**src/rtl/twi_pkg.sv**
```systemverilog
`timescale 1ns/1ps
package twi_pkg;
  typedef enum logic [2:0] {
    MODE_IDLE, MODE_ADDR, MODE_WR, MODE_RD, MODE_GC, MODE_IGN
  } twi_mode_e;

  localparam logic [7:0] GC_ADDR_BYTE = 8'h00;
  localparam logic [7:0] GC_RESET_CMD = 8'h06;
  localparam logic [7:0] PTR_SOFT_RST = 8'hFC;
  localparam logic [7:0] PTR_ONESHOT  = 8'h0F;
  localparam logic [4:0] HS_CODE_TOP  = 5'b00001;
endpackage

```
**src/rtl/twi_line_sync.sv**
```systemverilog
`timescale 1ns/1ps
module twi_line_sync #(
  parameter int STAGES = 2
) (
  input  logic clk_i,
  input  logic rst_ni,
  input  logic scl_i,
  input  logic sda_i,
  output logic scl_o,
  output logic sda_o,
  output logic scl_rise_o,
  output logic scl_fall_o,
  output logic start_o,
  output logic stop_o
);
  logic [STAGES:0] scl_sr, sda_sr;
  logic scl_prev, sda_prev;

  always_ff @(posedge clk_i or negedge rst_ni) begin
    if (!rst_ni) begin
      scl_sr <= '1;
      sda_sr <= '1;
    end else begin
      scl_sr <= {scl_sr[STAGES-1:0], scl_i};
      sda_sr <= {sda_sr[STAGES-1:0], sda_i};
    end
  end

  assign scl_o    = scl_sr[STAGES-1];
  assign sda_o    = sda_sr[STAGES-1];
  assign scl_prev = scl_sr[STAGES];
  assign sda_prev = sda_sr[STAGES];

  assign scl_rise_o = scl_o & ~scl_prev;
  assign scl_fall_o = ~scl_o & scl_prev;
  assign start_o    = scl_o & scl_prev & sda_prev & ~sda_o;
  assign stop_o     = scl_o & scl_prev & ~sda_prev & sda_o;
endmodule

```
**src/rtl/twi_timeout.sv**
```systemverilog
`timescale 1ns/1ps
module twi_timeout #(
  parameter int TIMEOUT_CYC = 1500000
) (
  input  logic clk_i,
  input  logic rst_ni,
  input  logic busy_i,
  input  logic scl_i,
  input  logic sda_i,
  input  logic scl_edge_i,
  output logic expire_o
);
  localparam int CW = $clog2(TIMEOUT_CYC + 1);
  localparam logic [CW-1:0] LAST = CW'(TIMEOUT_CYC - 1);

  logic [CW-1:0] cnt_q;
  logic run, hit;

  // a low line counts only while no SCL edge shows progress
  assign run = busy_i & ~(scl_i & sda_i) & ~scl_edge_i;
  assign hit = run & (cnt_q == LAST);
  assign expire_o = hit;

  always_ff @(posedge clk_i or negedge rst_ni) begin
    if (!rst_ni)          cnt_q <= '0;
    else if (!run || hit) cnt_q <= '0;
    else                  cnt_q <= cnt_q + 1'b1;
  end

  assert_timeout_bound_R8: assert property (@(posedge clk_i) disable iff (!rst_ni)
    cnt_q < CW'(TIMEOUT_CYC));
  assert_idle_no_expire_R8: assert property (@(posedge clk_i) disable iff (!rst_ni)
    !busy_i |-> !expire_o);
endmodule

```
**src/rtl/twi_byte_engine.sv**
```systemverilog
`timescale 1ns/1ps
module twi_byte_engine
  import twi_pkg::*;
#(
  parameter logic [6:0] DEV_ADDR = 7'h4C
) (
  input  logic       clk_i,
  input  logic       rst_ni,
  input  logic       sda_i,
  input  logic       scl_rise_i,
  input  logic       scl_fall_i,
  input  logic       start_i,
  input  logic       stop_i,
  input  logic       expire_i,
  output logic       busy_o,
  output logic       sda_oe_o,
  output logic       hs_o,
  output logic [7:0] reg_addr_o,
  output logic       reg_wr_o,
  output logic [7:0] reg_wdata_o,
  output logic       reg_rd_o,
  input  logic [7:0] reg_rdata_i,
  output logic       soft_rst_o,
  output logic       oneshot_o
);
  twi_mode_e   mode_q;
  logic        busy_q, in_ack_q, oe_q, hs_q, ptr_done_q, rd_first_q, mack_q;
  logic [3:0]  cnt_q;
  logic [7:0]  rx_q, ptr_q, rd_idx_q, wdata_q;
  logic [6:0]  tx_q;
  logic        wr_q, soft_q, one_q;
  logic        ack_enter, ack_exit, rd_ld, ptr_ld;

  assign ack_enter = scl_fall_i & busy_q & ~in_ack_q & (cnt_q == 4'd8);
  assign ack_exit  = scl_fall_i & busy_q & in_ack_q;
  assign rd_ld     = ack_exit & (mode_q == MODE_RD) & (rd_first_q | mack_q)
                   & ~stop_i & ~start_i & ~expire_i;
  assign ptr_ld    = ack_enter & (mode_q == MODE_WR) & ~ptr_done_q
                   & ~stop_i & ~start_i & ~expire_i;

  always_ff @(posedge clk_i or negedge rst_ni) begin
    if (!rst_ni) begin
      mode_q <= MODE_IDLE; busy_q <= 1'b0; in_ack_q <= 1'b0; oe_q <= 1'b0;
      hs_q <= 1'b0; ptr_done_q <= 1'b0; rd_first_q <= 1'b0; mack_q <= 1'b0;
      cnt_q <= '0; rx_q <= '0; ptr_q <= '0; rd_idx_q <= '0; wdata_q <= '0;
      tx_q <= '1; wr_q <= 1'b0; soft_q <= 1'b0; one_q <= 1'b0;
    end else begin
      wr_q <= 1'b0; soft_q <= 1'b0; one_q <= 1'b0;
      if (stop_i || expire_i) begin
        mode_q <= MODE_IDLE; busy_q <= 1'b0; in_ack_q <= 1'b0;
        oe_q <= 1'b0; hs_q <= 1'b0; rd_idx_q <= '0;
      end else if (start_i) begin
        mode_q <= MODE_ADDR; busy_q <= 1'b1; in_ack_q <= 1'b0; oe_q <= 1'b0;
        cnt_q <= '0; ptr_done_q <= 1'b0; rd_first_q <= 1'b0; rd_idx_q <= '0;
      end else if (busy_q) begin
        if (scl_rise_i) begin
          if (in_ack_q) mack_q <= ~sda_i;
          else if (cnt_q < 4'd8) begin
            rx_q  <= {rx_q[6:0], sda_i};
            cnt_q <= cnt_q + 4'd1;
          end
        end else if (ack_enter) begin
          in_ack_q <= 1'b1;
          cnt_q    <= '0;
          case (mode_q)
            MODE_ADDR: begin
              if (rx_q[7:1] == DEV_ADDR) begin
                oe_q <= 1'b1; rd_first_q <= rx_q[0];
                mode_q <= rx_q[0] ? MODE_RD : MODE_WR;
              end else if (rx_q == GC_ADDR_BYTE) begin
                oe_q <= 1'b1; mode_q <= MODE_GC;
              end else begin
                if (rx_q[7:3] == HS_CODE_TOP) hs_q <= 1'b1;
                mode_q <= MODE_IGN;
              end
            end
            MODE_WR: begin
              oe_q <= 1'b1;
              if (!ptr_done_q) begin
                ptr_q <= rx_q; ptr_done_q <= 1'b1;
              end else if (ptr_q == PTR_SOFT_RST) begin
                soft_q <= 1'b1; ptr_q <= '0;
              end else if (ptr_q == PTR_ONESHOT) begin
                one_q <= 1'b1;
              end else begin
                wr_q <= 1'b1; wdata_q <= rx_q;
              end
            end
            MODE_GC: begin
              oe_q <= 1'b1; mode_q <= MODE_IGN;
              if (rx_q == GC_RESET_CMD) begin
                soft_q <= 1'b1; ptr_q <= '0;
              end
            end
            default: oe_q <= 1'b0;  // read: master owns the ack slot
          endcase
        end else if (ack_exit) begin
          in_ack_q <= 1'b0;
          if (rd_ld) begin
            tx_q <= reg_rdata_i[6:0]; oe_q <= ~reg_rdata_i[7];
            rd_idx_q <= rd_idx_q + 8'd1; rd_first_q <= 1'b0;
          end else begin
            oe_q <= 1'b0;
            if (mode_q == MODE_RD) mode_q <= MODE_IGN;
          end
        end else if (scl_fall_i && mode_q == MODE_RD && cnt_q != 4'd0) begin
          oe_q <= ~tx_q[6];
          tx_q <= {tx_q[5:0], 1'b1};
        end
      end
    end
  end

  assign busy_o      = busy_q;
  assign sda_oe_o    = oe_q;
  assign hs_o        = hs_q;
  assign reg_addr_o  = ptr_q + rd_idx_q;
  assign reg_wr_o    = wr_q;
  assign reg_wdata_o = wdata_q;
  assign reg_rd_o    = rd_ld;
  assign soft_rst_o  = soft_q;
  assign oneshot_o   = one_q;

  assert_release_on_timeout_R8: assert property (@(posedge clk_i) disable iff (!rst_ni)
    expire_i |=> !sda_oe_o);
  assert_hs_never_acked_R6: assert property (@(posedge clk_i) disable iff (!rst_ni)
    $rose(hs_o) |-> !sda_oe_o);
  assert_hs_clear_on_stop_R6: assert property (@(posedge clk_i) disable iff (!rst_ni)
    stop_i |=> !hs_o);
  assert_drive_only_open_R1: assert property (@(posedge clk_i) disable iff (!rst_ni)
    sda_oe_o |-> busy_q);
  assert_cmd_ptr_no_write_R9: assert property (@(posedge clk_i) disable iff (!rst_ni)
    reg_wr_o |-> (reg_addr_o != PTR_SOFT_RST && reg_addr_o != PTR_ONESHOT));
  assert_ptr_moves_only_on_cause_R3: assert property (@(posedge clk_i) disable iff (!rst_ni)
    !$stable(ptr_q) |-> (soft_rst_o || $past(ptr_ld)));
endmodule

```
**src/rtl/twi_reg_slave.sv**
```systemverilog
`timescale 1ns/1ps
module twi_reg_slave #(
  parameter logic [6:0] DEV_ADDR    = 7'h4C,
  parameter int         TIMEOUT_CYC = 1500000,
  parameter int         SYNC_STAGES = 2
) (
  input  logic       clk_i,
  input  logic       rst_ni,
  input  logic       scl_i,
  input  logic       sda_i,
  output logic       sda_oe_o,
  output logic       hs_mode_o,
  output logic [7:0] reg_addr_o,
  output logic       reg_wr_o,
  output logic [7:0] reg_wdata_o,
  output logic       reg_rd_o,
  input  logic [7:0] reg_rdata_i,
  output logic       soft_rst_o,
  output logic       oneshot_o
);
  logic scl_s, sda_s, scl_rise, scl_fall, start_c, stop_c, expire, busy;

  twi_line_sync #(.STAGES(SYNC_STAGES)) u_sync (
    .clk_i, .rst_ni, .scl_i, .sda_i,
    .scl_o(scl_s), .sda_o(sda_s), .scl_rise_o(scl_rise), .scl_fall_o(scl_fall),
    .start_o(start_c), .stop_o(stop_c)
  );

  twi_timeout #(.TIMEOUT_CYC(TIMEOUT_CYC)) u_tmo (
    .clk_i, .rst_ni, .busy_i(busy), .scl_i(scl_s), .sda_i(sda_s),
    .scl_edge_i(scl_rise | scl_fall), .expire_o(expire)
  );

  twi_byte_engine #(.DEV_ADDR(DEV_ADDR)) u_eng (
    .clk_i, .rst_ni, .sda_i(sda_s), .scl_rise_i(scl_rise), .scl_fall_i(scl_fall),
    .start_i(start_c), .stop_i(stop_c), .expire_i(expire), .busy_o(busy),
    .sda_oe_o, .hs_o(hs_mode_o), .reg_addr_o, .reg_wr_o, .reg_wdata_o,
    .reg_rd_o, .reg_rdata_i, .soft_rst_o, .oneshot_o
  );
endmodule

```
**config.mk**
```make
export PLATFORM = sky130hd
export DESIGN_NAME = twi_reg_slave
export DESIGN_NICKNAME = d
export VERILOG_FILES = /design/src/rtl/twi_pkg.sv /design/src/rtl/twi_line_sync.sv /design/src/rtl/twi_timeout.sv /design/src/rtl/twi_byte_engine.sv /design/src/rtl/twi_reg_slave.sv
export SDC_FILE = /design/constraint.sdc
export NUM_CORES = 1
export LEC_CHECK = 0
export CORE_MARGIN = 4
export CORE_UTILIZATION = 35
export CTS_BUF_LIST = sky130_fd_sc_hd__clkbuf_8 sky130_fd_sc_hd__clkbuf_16
export DETAILED_ROUTE_END_ITERATION = 7
export PLACE_DENSITY = 0.63
export SLEW_MARGIN = 20
export SYNTH_ARGS = -nofsm -noshare
export SYNTH_HDL_FRONTEND = slang
export SYNTH_HIERARCHICAL = 1
export SYNTH_SLANG_ARGS = --single-unit
```
**constraint.sdc**
```tcl
create_clock -name clk_i -period 4.08 [get_ports clk_i]
set_clock_uncertainty 0.1 [all_clocks]
set_input_delay 0.408 -clock clk_i [delete_from_list [all_inputs] [get_ports clk_i]]
set_output_delay 0.408 -clock clk_i [all_outputs]
set_load 0.005 [all_outputs]
```
==> results.py <==
metrics = {
    "status": {
        "run_status": "complete, no violations",
    },
    "die": {
        "initial_utilization": 0.361,
        "die_x_microns": 120,
        "die_h_microns": 120,
        "row_count": 40,
        "core-area_sq_um": 12100,
        "dieArea_sq_um": 14400,
        "ios": 34,
    },
    "run": {
        "max-cap-violations": 0,
    },
    "timing": {
        "finalCritPeriodShare": 0.923,
        "worstMarginPinSlew_ps": 821,
        "fin_setup_tns_ps": 0,
        "grt_setup_unrepaired": "no",
        "fmax_mhz": 266,
        "timing.slew.headroom": 0.448,
        "drv_slew": 0,
        "hold_violations": 0,
        "setup_viol": 0,
        "period_minus_slack_ps": 3770,
    },
    "placement": {
        "gp_congestion": 0.846,
        "place_hpwl_mm": 6.60,
        "io_buffer_count": 33,
    },
    "detailed_routing": {
        "wl_mm": 9.14,
        "drc": 0,
        "vias": 3228,
        "drt_iter0_markers": 206,
        "firstDrtPassIters": 4,
        "ant_nets": 0,
        "viasPerCell": 5.09,
        "wire_per_inst_microns": 14.4,
    },
    "pwr": {
        "leakage_uw": 0.00218,
        "vdd_ir_drop_max_mv": 0.145,
        "p_per_area_nw_per_um2": 374,
    },
    "synth": {
        "ys_ff_latch": 83,
        "synth.most_common_cell": "dfrtp_1",
        "synth_top_area_share": 0.400,
        "syn-num-nets": 451,
        "syn_inst": 427,
        "synthXorXnorAreaFrac": 0.0581,
        "syn-cell-area_sq_um": 4370,
        "yosys_warnings": 6,
        "ys.flop_type": "dfrtp_1",
        "synth_common_cells": "70 x dfrtp_1, 45 x nor2_1, 36 x nand2_1",
        "seq_area_frac_synth": 0.479,
        "synth.avg_cell_area_sq_um": 10.2,
        "synth_async_sr_flop_share": 1.00,
        "synth-simple-area-share": 0.224,
        "synthDistinctLibCells": 65,
        "muxShareOfSynthArea": 0.0847,
        "yosys-top-cells-area": "dfrtp_1 40%, dfstp_2 7.8%, mux2i_1 4.3%",
        "yosysTopAreaCell": "dfrtp_1",
        "synth_edf_count": 0,
        "synth_adder_area_share": 0.0360,
        "synth_compound_area_frac": 0.0858,
        "synth_top_family_by_area": "simple AND/OR/NAND/NOR gates",
    },
    "hold_path": {
        "hold_path.class": "primary input to async pin",
    },
    "clock_tree": {
        "clockRootBuffer": "clkbuf_16",
        "cts_buffers": 9,
        "worstSkewPairLatency_ps": 330,
        "cts.repair.resized": 0,
        "cts_max_path_buffers": 2,
        "numClockSinks": 83,
        "ctsHtreeMaxLevel": 3,
        "cts_hold_buf": 0,
        "cts_tree": "built",
        "cts_setup_buffers": 0,
        "clk_pin_slew_worst_paths_ps": 60,
    },
    "final_layout": {
        "drive_gt1_frac": 0.120,
        "register_area_sq_um": 2090,
        "fin_util": 0.423,
        "fill_cells": 1169,
        "nets": 485,
        "multi_input_area_sq_um": 2140,
        "antenna_cells": 0,
        "area_delta_synth_final_pct": 17.2,
    },
    "setup_path": {
        "cp-start-kind": "flip-flop",
        "critPathMaxFanout": 7,
        "crit_path_end_kind": "primary output",
        "critical_path_class": "flip-flop to primary output",
        "arrival_ps": 3260,
        "required_ps": 3570,
    },
    "global_route": {
        "antenna_found_initial": 0,
        "grt_usage": 0.136,
        "first_global_vias": 3270,
        "grt_overflow": 0,
        "grt_pass1_wl_mm": 15.8,
        "grt_max_degree": 84,
    },
}
flip-flops by register name (all words and copies together), names as in the netlist:
signal             count
u_tmo/cnt_q           21
u_eng/ptr_q            8
u_eng/rd_idx_q         8
u_eng/reg_wdata_o      8
u_eng/rx_q             8
u_eng/tx_q             7
u_eng/cnt_q            4
u_eng/mode_q           3
u_sync/scl_sr          3
u_sync/sda_sr          3
u_eng/busy_o           1
u_eng/hs_o             1
u_eng/in_ack_q         1
u_eng/mack_q           1
u_eng/oneshot_o        1
u_eng/ptr_done_q       1
u_eng/rd_first_q       1
u_eng/reg_wr_o         1
u_eng/sda_oe_o         1
u_eng/soft_rst_o       1
path summary, 6_finish.rpt:
check	from	cells after the start	slack (ps)	to
max in group asynchronous	rst_ni	1	3360	u_eng/rx_q[4]$_DFFE_PN0P_
setup / recovery	u_sync/scl_sr[1]$_DFF_PN1_	8	310	reg_rd_o
min in group clk_i	u_sync/sda_sr[0]$_DFF_PN1_	0	260	u_sync/sda_sr[1]$_DFF_PN1_
hold reg to reg	u_sync/sda_sr[0]$_DFF_PN1_	0	260	u_sync/sda_sr[1]$_DFF_PN1_
setup reg to reg	u_sync/scl_sr[1]$_DFF_PN1_	9	1070	u_eng/sda_oe_o$_DFFE_PN0P_
hold / removal	rst_ni	1	20	u_eng/rd_idx_q[2]$_DFFE_PN0P_
power by group:
part	total, uW	leakage (uW)	internal [uW]	switching [uW]
registers	975	0.00109	880	95.0
clock network	708	0.000140	401	307
logic	233	0.000944	105	128
total	1920	0.00218	1390	530
area by class of cell:
| type | instances | share of cell area |
|---|---|---|
| Clock buffer | 9 | 0.0439 |
| Clock inverter | 7 | 0.00634 |
| Inverter | 22 | 0.0161 |
| Multi-Input combinational cell | 310 | 0.417 |
| Sequential cell | 83 | 0.408 |
| Tap cell | 168 | 0.0410 |
| Timing Repair Buffer | 35 | 0.0676 |
placed cells by master, fill, tap and decap left out, types with 15 or more instances in the layout:
master	synthesis	layout
dfrtp_1	70	70
nor2_1	45	45
nand2_1	36	36
clkdlybuf4s50_1	0	32
inv_1	22	26
mux2i_1	19	19
xnor2_1	16	16
mux2_2	16	16
o21ai_0	15	15
routing by layer:
metal / wire, microns / up-vias / track usage
met3: 346 / 13 / 0.0405
li1: - / 1594 / -
met5: 0 / - / 0
met1: 4170 / 1569 / 0.175
met4: 160 / 0 / 0.0501
met2: 4460 / 52 / 0.218
through the flow:
| stage | worst slack (ps) | cells | total power, uW | hold WS (ps) | area, sq um |
|---|---|---|---|---|---|
| 6_report | 314 | 634 | 1920 | 19.2 | 5130 |
| 2_1_floorplan | 1300 | 427 | 1140 | 12.4 | 4370 |
| 4_1_cts | 311 | 634 | 1940 | 198 | 5120 |
| 3_3_place_gp | 733 | 618 | 1220 | 255 | 4870 |
| 5_1_grt | 96.8 | 634 | 2030 | 74.1 | 5130 |
| 3_5_place_dp | 689 | 618 | 1230 | 257 | 4870 |
cell families (layout without fill, tap and decap cells):
kind of cell	Yosys count	after routing
buffers and inverters	34	73
adders and majority gates	12	12
xor gates and xnor gates	29	29
AOI/OAI and AO/OA	56	56
and+or+nand+nor	178	178
muxes	35	35
DFF	83	83
worst max-delay path, stage by stage (launching register included):
cell	delay (ps)
dfstp_2	560
nor2b_1	410
or2_1	160
nand3b_1	130
nor2_1	100
or3_1	380
or4_1	600
inv_1	100
clkdlybuf4s50_1	490
Note: power is estimated with default switching activity, not from simulation.
